===== src/rtl/cop_gate_pkg.sv =====
package cop_gate_pkg;

    localparam int          VEC_W      = 5;
    localparam int          PFX_W      = 5;
    localparam logic [4:0]  ESC_PFX    = 5'b11011;
    localparam logic [4:0]  VEC_NOCOP  = 5'd7;
    localparam logic [4:0]  VEC_COPERR = 5'd16;

    typedef enum logic {
        ST_IDLE,
        ST_HOLD
    } issue_st_e;

    typedef struct packed {
        logic em;
        logic mp;
        logic ts;
        logic et;
    } cop_ctrl_t;

    typedef struct packed {
        issue_st_e         st;
        logic              disp;
        logic              exc;
        logic [VEC_W-1:0]  vec;
    } issue_t;

endpackage


===== src/rtl/cop_ctrl_regs.sv =====
module cop_ctrl_regs
    import cop_gate_pkg::*;
#(
    parameter int PL_W = 2,
    parameter int WD_W = 3
) (
    input  logic             clk,
    input  logic             rst_n,
    input  logic             error_n,
    input  logic             task_sw,
    input  logic             clr_ts,
    input  logic             cr_wr,
    input  logic [WD_W-1:0]  cr_wdata,
    input  logic [PL_W-1:0]  cpl,
    output cop_ctrl_t        ctrl
);

    localparam int BIT_EM = 0;
    localparam int BIT_MP = 1;
    localparam int BIT_ET = 2;

    cop_ctrl_t ctrl_d, ctrl_q;
    logic      priv_ok;

    assign priv_ok = (cpl == '0);

    always_comb begin
        ctrl_d = ctrl_q;
        if (cr_wr && priv_ok) begin
            ctrl_d.em = cr_wdata[BIT_EM];
            ctrl_d.mp = cr_wdata[BIT_MP];
            ctrl_d.et = cr_wdata[BIT_ET];
        end
        if (task_sw) begin
            ctrl_d.ts = 1'b1;
        end else if (clr_ts && priv_ok) begin
            ctrl_d.ts = 1'b0;
        end
    end

    always_ff @(posedge clk) begin
        if (!rst_n) begin
            ctrl_q.em <= 1'b0;
            ctrl_q.mp <= 1'b0;
            ctrl_q.ts <= 1'b0;
            ctrl_q.et <= ~error_n;
        end else begin
            ctrl_q <= ctrl_d;
        end
    end

    assign ctrl = ctrl_q;

    // writes from a nonzero privilege level leave the bits unchanged
    p_user_write_r9: assert property (@(posedge clk) disable iff (!rst_n)
        (cr_wr && cpl != '0) |=> (ctrl_q.em == $past(ctrl_q.em) &&
                                  ctrl_q.mp == $past(ctrl_q.mp) &&
                                  ctrl_q.et == $past(ctrl_q.et)));

    // a task switch always leaves TS set
    p_ts_set_r8: assert property (@(posedge clk) disable iff (!rst_n)
        task_sw |=> ctrl_q.ts);

    // a privileged clear without a task switch clears TS
    p_ts_clear_r8: assert property (@(posedge clk) disable iff (!rst_n)
        (clr_ts && !task_sw && cpl == '0) |=> !ctrl_q.ts);

    // an unprivileged clear has no effect
    p_ts_user_r8: assert property (@(posedge clk) disable iff (!rst_n)
        (clr_ts && !task_sw && cpl != '0) |=> (ctrl_q.ts == $past(ctrl_q.ts)));

endmodule


===== src/rtl/cop_issue.sv =====
module cop_issue
    import cop_gate_pkg::*;
#(
    parameter int OP_W = 8
) (
    input  logic             clk,
    input  logic             rst_n,
    input  logic             op_valid,
    input  logic [OP_W-1:0]  op_byte,
    input  logic             op_is_wait,
    input  logic             op_chk_err,
    input  logic             busy_n,
    input  logic             error_n,
    input  cop_ctrl_t        ctrl,
    output logic             disp,
    output logic             exc,
    output logic [VEC_W-1:0] vec,
    output logic             stall
);

    issue_t issue_d, issue_q;
    logic   is_esc;
    logic   take;

    assign is_esc = (op_byte[OP_W-1 -: PFX_W] == ESC_PFX) && !op_is_wait;
    assign take   = op_valid && (issue_q.st == ST_IDLE);

    always_comb begin
        issue_d      = issue_q;
        issue_d.disp = 1'b0;
        issue_d.exc  = 1'b0;
        issue_d.vec  = '0;
        if (issue_q.st == ST_HOLD) begin
            if (busy_n) begin
                issue_d.st = ST_IDLE;
                if (!error_n) begin
                    issue_d.exc = 1'b1;
                    issue_d.vec = VEC_COPERR;
                end
            end
        end else if (take) begin
            if (op_is_wait) begin
                if (ctrl.mp && ctrl.ts) begin
                    issue_d.exc = 1'b1;
                    issue_d.vec = VEC_NOCOP;
                end else if (!busy_n) begin
                    issue_d.st = ST_HOLD;
                end else if (!error_n) begin
                    issue_d.exc = 1'b1;
                    issue_d.vec = VEC_COPERR;
                end
            end else if (is_esc) begin
                if (ctrl.em || ctrl.ts) begin
                    issue_d.exc = 1'b1;
                    issue_d.vec = VEC_NOCOP;
                end else if (op_chk_err && !error_n) begin
                    issue_d.exc = 1'b1;
                    issue_d.vec = VEC_COPERR;
                end else begin
                    issue_d.disp = 1'b1;
                end
            end
        end
    end

    always_ff @(posedge clk) begin
        if (!rst_n) begin
            issue_q.st   <= ST_IDLE;
            issue_q.disp <= 1'b0;
            issue_q.exc  <= 1'b0;
            issue_q.vec  <= '0;
        end else begin
            issue_q <= issue_d;
        end
    end

    assign disp  = issue_q.disp;
    assign exc   = issue_q.exc;
    assign vec   = issue_q.vec;
    assign stall = (issue_q.st == ST_HOLD);

    // emulation traps an escape ahead of every other condition
    p_em_first_r2: assert property (@(posedge clk) disable iff (!rst_n)
        (op_valid && !stall && !op_is_wait &&
         op_byte[OP_W-1 -: PFX_W] == ESC_PFX && ctrl.em)
        |=> (exc && vec == VEC_NOCOP && !disp));

    // task-switched escape traps
    p_ts_esc_r3: assert property (@(posedge clk) disable iff (!rst_n)
        (op_valid && !stall && !op_is_wait &&
         op_byte[OP_W-1 -: PFX_W] == ESC_PFX && ctrl.ts)
        |=> (exc && vec == VEC_NOCOP));

    // a monitored wait with TS set traps
    p_wait_trap_r5: assert property (@(posedge clk) disable iff (!rst_n)
        (op_valid && !stall && op_is_wait && ctrl.mp && ctrl.ts)
        |=> (exc && vec == VEC_NOCOP && !stall));

    // the stall holds while BUSY stays low
    p_stall_hold_r6: assert property (@(posedge clk) disable iff (!rst_n)
        (stall && !busy_n) |=> stall);

    // the stall ends one cycle after BUSY is seen high
    p_stall_end_r6: assert property (@(posedge clk) disable iff (!rst_n)
        (stall && busy_n) |=> !stall);

    // dispatch and exception never coincide and the vector is legal
    p_excl_r7: assert property (@(posedge clk) disable iff (!rst_n)
        !(disp && exc));
    p_vec_r7: assert property (@(posedge clk) disable iff (!rst_n)
        exc |-> (vec == VEC_NOCOP || vec == VEC_COPERR));

    // a strobe during a stall is not dispatched
    p_ignore_r11: assert property (@(posedge clk) disable iff (!rst_n)
        (stall && op_valid) |=> !disp);

endmodule


===== src/rtl/cop_gate.sv =====
module cop_gate
    import cop_gate_pkg::*;
#(
    parameter int OP_W = 8,
    parameter int PL_W = 2,
    parameter int WD_W = 3
) (
    input  logic             clk,
    input  logic             rst_n,
    input  logic             op_valid,
    input  logic [OP_W-1:0]  op_byte,
    input  logic             op_is_wait,
    input  logic             op_chk_err,
    input  logic             busy_n,
    input  logic             error_n,
    input  logic             task_sw,
    input  logic             clr_ts,
    input  logic             cr_wr,
    input  logic [WD_W-1:0]  cr_wdata,
    input  logic [PL_W-1:0]  cpl,
    output logic             em,
    output logic             mp,
    output logic             ts,
    output logic             et,
    output logic             disp,
    output logic             proto32,
    output logic             stall,
    output logic             exc_req,
    output logic [VEC_W-1:0] exc_vec
);

    cop_ctrl_t ctrl;

    cop_ctrl_regs #(
        .PL_W (PL_W),
        .WD_W (WD_W)
    ) u_regs (
        .clk      (clk),
        .rst_n    (rst_n),
        .error_n  (error_n),
        .task_sw  (task_sw),
        .clr_ts   (clr_ts),
        .cr_wr    (cr_wr),
        .cr_wdata (cr_wdata),
        .cpl      (cpl),
        .ctrl     (ctrl)
    );

    cop_issue #(
        .OP_W (OP_W)
    ) u_issue (
        .clk        (clk),
        .rst_n      (rst_n),
        .op_valid   (op_valid),
        .op_byte    (op_byte),
        .op_is_wait (op_is_wait),
        .op_chk_err (op_chk_err),
        .busy_n     (busy_n),
        .error_n    (error_n),
        .ctrl       (ctrl),
        .disp       (disp),
        .exc        (exc_req),
        .vec        (exc_vec),
        .stall      (stall)
    );

    assign em      = ctrl.em;
    assign mp      = ctrl.mp;
    assign ts      = ctrl.ts;
    assign et      = ctrl.et;
    assign proto32 = ctrl.et;

    // the protocol select follows ET
    p_proto_r10: assert property (@(posedge clk) disable iff (!rst_n)
        proto32 == et);

endmodule


===== config.mk =====
export PLATFORM = sky130hd
export DESIGN_NAME = cop_gate
export DESIGN_NICKNAME = d
export VERILOG_FILES = /design/src/rtl/cop_gate_pkg.sv /design/src/rtl/cop_ctrl_regs.sv /design/src/rtl/cop_issue.sv /design/src/rtl/cop_gate.sv
export SDC_FILE = /design/constraint.sdc
export NUM_CORES = 1
export LEC_CHECK = 0
export ABC_AREA = 0
export ABC_CLOCK_PERIOD_IN_PS = 1100
export BUFFER_PORTS_ARGS = -buffer_cell sky130_fd_sc_hd__buf_2
export CAP_MARGIN = 20
export CORE_MARGIN = 2
export CORE_UTILIZATION = 33
export DETAILED_ROUTE_END_ITERATION = 8
export GPL_TIMING_DRIVEN = 0
export PLACE_DENSITY = 0.71
export SLEW_MARGIN = 20
export SYNTH_ARGS = -nofsm -noshare
export SYNTH_HDL_FRONTEND = slang
export SYNTH_SLANG_ARGS = --single-unit
export TNS_END_PERCENT = 100

===== constraint.sdc =====
create_clock -name clk -period 1.1 [get_ports clk]
set_clock_uncertainty 0.15 [all_clocks]
set_input_delay 0 -clock clk [delete_from_list [all_inputs] [get_ports clk]]
set_output_delay 0 -clock clk [all_outputs]
set_load 0.01 [all_outputs]

==> flow_metrics.py <==
metrics = {
    "floorplan": {
        "dieArea_sq_um": 1720,
        "rows": 13,
        "die_h_um": 41.5,
        "initial_core_util_pct": 35.6,
        "die_w_um": 41.5,
        "boundaryPins": 36,
        "coreArea_sq_um": 1300,
    },
    "global_routing": {
        "grt_pass1_vias": 515,
        "grt_antenna_before_repair": 0,
        "grt_overflow": 0,
        "grt_pass1_wl_um": 2190,
        "grtUsageTotal_pct": 16.8,
        "grt_max_degree": 8,
    },
    "worst_setup_path": {
        "end_kind": "flop",
        "worstPathCellList": "or2_4 -> o2111ai_2 -> a21oi_1",
        "cp_num_buf_inv": 0,
        "cp_slowest_cell": "dfxtp_4",
        "crit_required_ns": 1.10,
        "cp_max_fo": 5,
        "r2r_slack_ns": -0.02,
        "criticalPathCategory": "reg -> reg",
        "critical_path.max_stage_delay_ns": 0.37,
        "critPathLaunchType": "flop",
        "cp.arrival_ns": 1.12,
        "cpLargestDelayFamily": "flip-flops",
    },
    "clock_network": {
        "holdBufCountCts": 12,
        "htree_num_levels": 1,
        "clk_latency_ns": 0.26,
        "path_clk_slew_ns": 0.06,
        "cts_root_buf": "clkbuf_4",
        "cts_inserted_buffers": 3,
        "cts_tree": "built",
        "cts.sinks": 9,
        "cts.path.max_buffers": 2,
    },
    "yosys": {
        "yosysSeqAreaShare_pct": 41.1,
        "ys_ff_latch": 9,
        "syn-cell-area_sq_um": 463,
        "synth_warnings": 0,
        "ys.flop_type": "dfxtp_1",
        "synth_top_cell_area_share_pct": 34.6,
        "synth_top_cells_by_area": "dfxtp_1 35%, buf_4 6.5%, edfxtp_1 6.5%",
        "syn-num-nets": 74,
        "synth_edf_count": 1,
        "synth-async-reset-ratio_pct": 0,
        "synthCells": 51,
        "synth_area_leader_cell": "dfxtp_1",
        "avgSynthCellArea_sq_um": 9.08,
        "ys_types": 29,
    },
    "power_and_ir_drop": {
        "vdd_drop_max_mv": 0.756,
        "p_per_area_nw_per_um2": 927,
        "leakage_nw": 0.417,
    },
    "cells_and_area": {
        "syn_to_final_growth_pct": 89.7,
        "drive_above_1_share_pct": 54.5,
        "layout_commonest_cell": "buf_2",
        "fin_nets": 123,
        "n_antenna_cell": 0,
        "layout_common_cells": "30 x buf_2, 12 x dlygate4sd3_1, 5 x buf_4, 5 x dfxtp_1, 4 x nand3_1",
        "fin_cells": 114,
    },
    "placement": {
        "gp_congestion": 0.744,
        "portBuffers": 31,
        "place_inst": 97,
        "dpl_worst_slack_ns": -0.0298,
        "dp_hpwl_um": 960,
    },
    "timing": {
        "min_period_ns": 1.12,
        "rsz0062_at_grt": "yes",
        "finalSetupViolCount": 2,
        "post-route-period-util_pct": 101,
        "fmax_mhz": 896,
        "hold_violations": 2,
        "hold_ws_ns": -0.0326,
        "layout_setup_ws_ns": -0.0159,
        "setup-tns-final_ns": -0.0206,
        "final-max-slew-violation-count": 0,
    },
    "min_path": {
        "hold_path.class": "in -> reg",
    },
    "detailed_routing": {
        "drt-initial-drc-count": 5,
        "drc_errors": 0,
        "first_pass_iters": 4,
        "via_per_inst": 4.88,
        "avgRoutedWirePerCell_um": 13.0,
        "vias": 556,
        "antenna_left": 0,
        "wl_um": 1480,
    },
    "run_status": {
        "failed_checks": "hold timing, setup timing",
        "status": "finished with violations",
    },
    "flow_run": {
        "cap_viol_max_count": 0,
    },
}
-- worst paths after layout --
path | cells after the start | end | from
worst max-delay path | 3 | u_issue.exc$_SDFF_PN0_ | u_regs.ctrl[1]$_SDFFE_PN0P_
worst min-delay path | 4 | u_regs.ctrl[3]$_SDFFE_PN0P_ | cpl[0]
worst max register to register | 3 | u_issue.exc$_SDFF_PN0_ | u_regs.ctrl[1]$_SDFFE_PN0P_
worst min register to register | 2 | u_issue.vec[2]$_SDFF_PP0_ | u_regs.ctrl[1]$_SDFFE_PN0P_
-- through the flow --
step,utilization [%],area (sq um),total power [mW],hold WS [ns]
finish,67.5,878,0.814,-0.0326
global route,67.5,878,0.860,-0.00809
CTS,63.4,825,0.803,-0.0340
detailed placement,49.9,649,0.496,0.0343
global placement,49.9,649,0.489,0.0306
floorplan,-,475,0.429,-0.0732
-- worst reg2reg max path, cell delays in order (launching register included) --
cell and delay (ns):
dfxtp_4 0.37, or2_4 0.24, o2111ai_2 0.17, a21oi_1 0.08
-- layout make-up --
cell class | count | area [sq um]
Multi-Input combinational cell | 37 | 305
Clock buffer | 4 | 26.3
Tap cell | 15 | 18.8
Fill cell | 106 | 423
Sequential cell | 9 | 196
Timing Repair Buffer | 45 | 305
Inverter | 1 | 3.75
Buffer | 3 | 22.5
-- per-layer routing --
layer / share of wire (%) / GRT usage (%)
met1: 34 / 17.0
met2: 60 / 31.9
met3: 5.7 / 7.83
met4: 0 / 1.94
met5: 0 / 0
-- kinds of logic (layout without fill, tap and decap cells) --
| family | Yosys count | in the layout | synth area share (%) |
|---|---|---|---|
| DFF | 9 | 9 | 41.1 |
| other | 1 | 1 | 0.810 |
| muxes | 2 | 2 | 4.32 |
| and+or+nand+nor | 24 | 24 | 32.2 |
| buffers and inverters | 5 | 53 | 7.30 |
| AOI/OAI and AO/OA | 10 | 10 | 14.3 |
-- where the power goes --
group          leakage [nW]  internal [mW]  total (mW)  switching, mW
clock network        0.0150          0.140       0.259          0.119
registers            0.0764          0.345       0.360         0.0150
logic                 0.325          0.114       0.195         0.0805
total                 0.417          0.599       0.814          0.215
-- synth_stat cells (all sizes together) (2+ instances only) --
| cell | n |
|---|---|
| dfxtp | 8 |
| buf | 4 |
| nand3 | 4 |
| nand2 | 3 |
| nor2 | 3 |
| a21oi | 2 |
| a31oi | 2 |
| mux2i | 2 |
| nand2b | 2 |
| nor3 | 2 |
-- state kept, by name, summed over array words and instances, names as in the netlist --
name and cells:
u_issue.disp 1, u_issue.exc 1, u_issue.stall 1, u_issue.vec 2, u_regs.ctrl 4
-- what timing repair did --
action	in CTS	in global routing
resized for setup	1	12
setup endpoints to repair	2	5
pin swaps	4	4
setup buffers	2	0
endpoints found under the hold margin	10	1
Power figures use the tool's default switching activity.
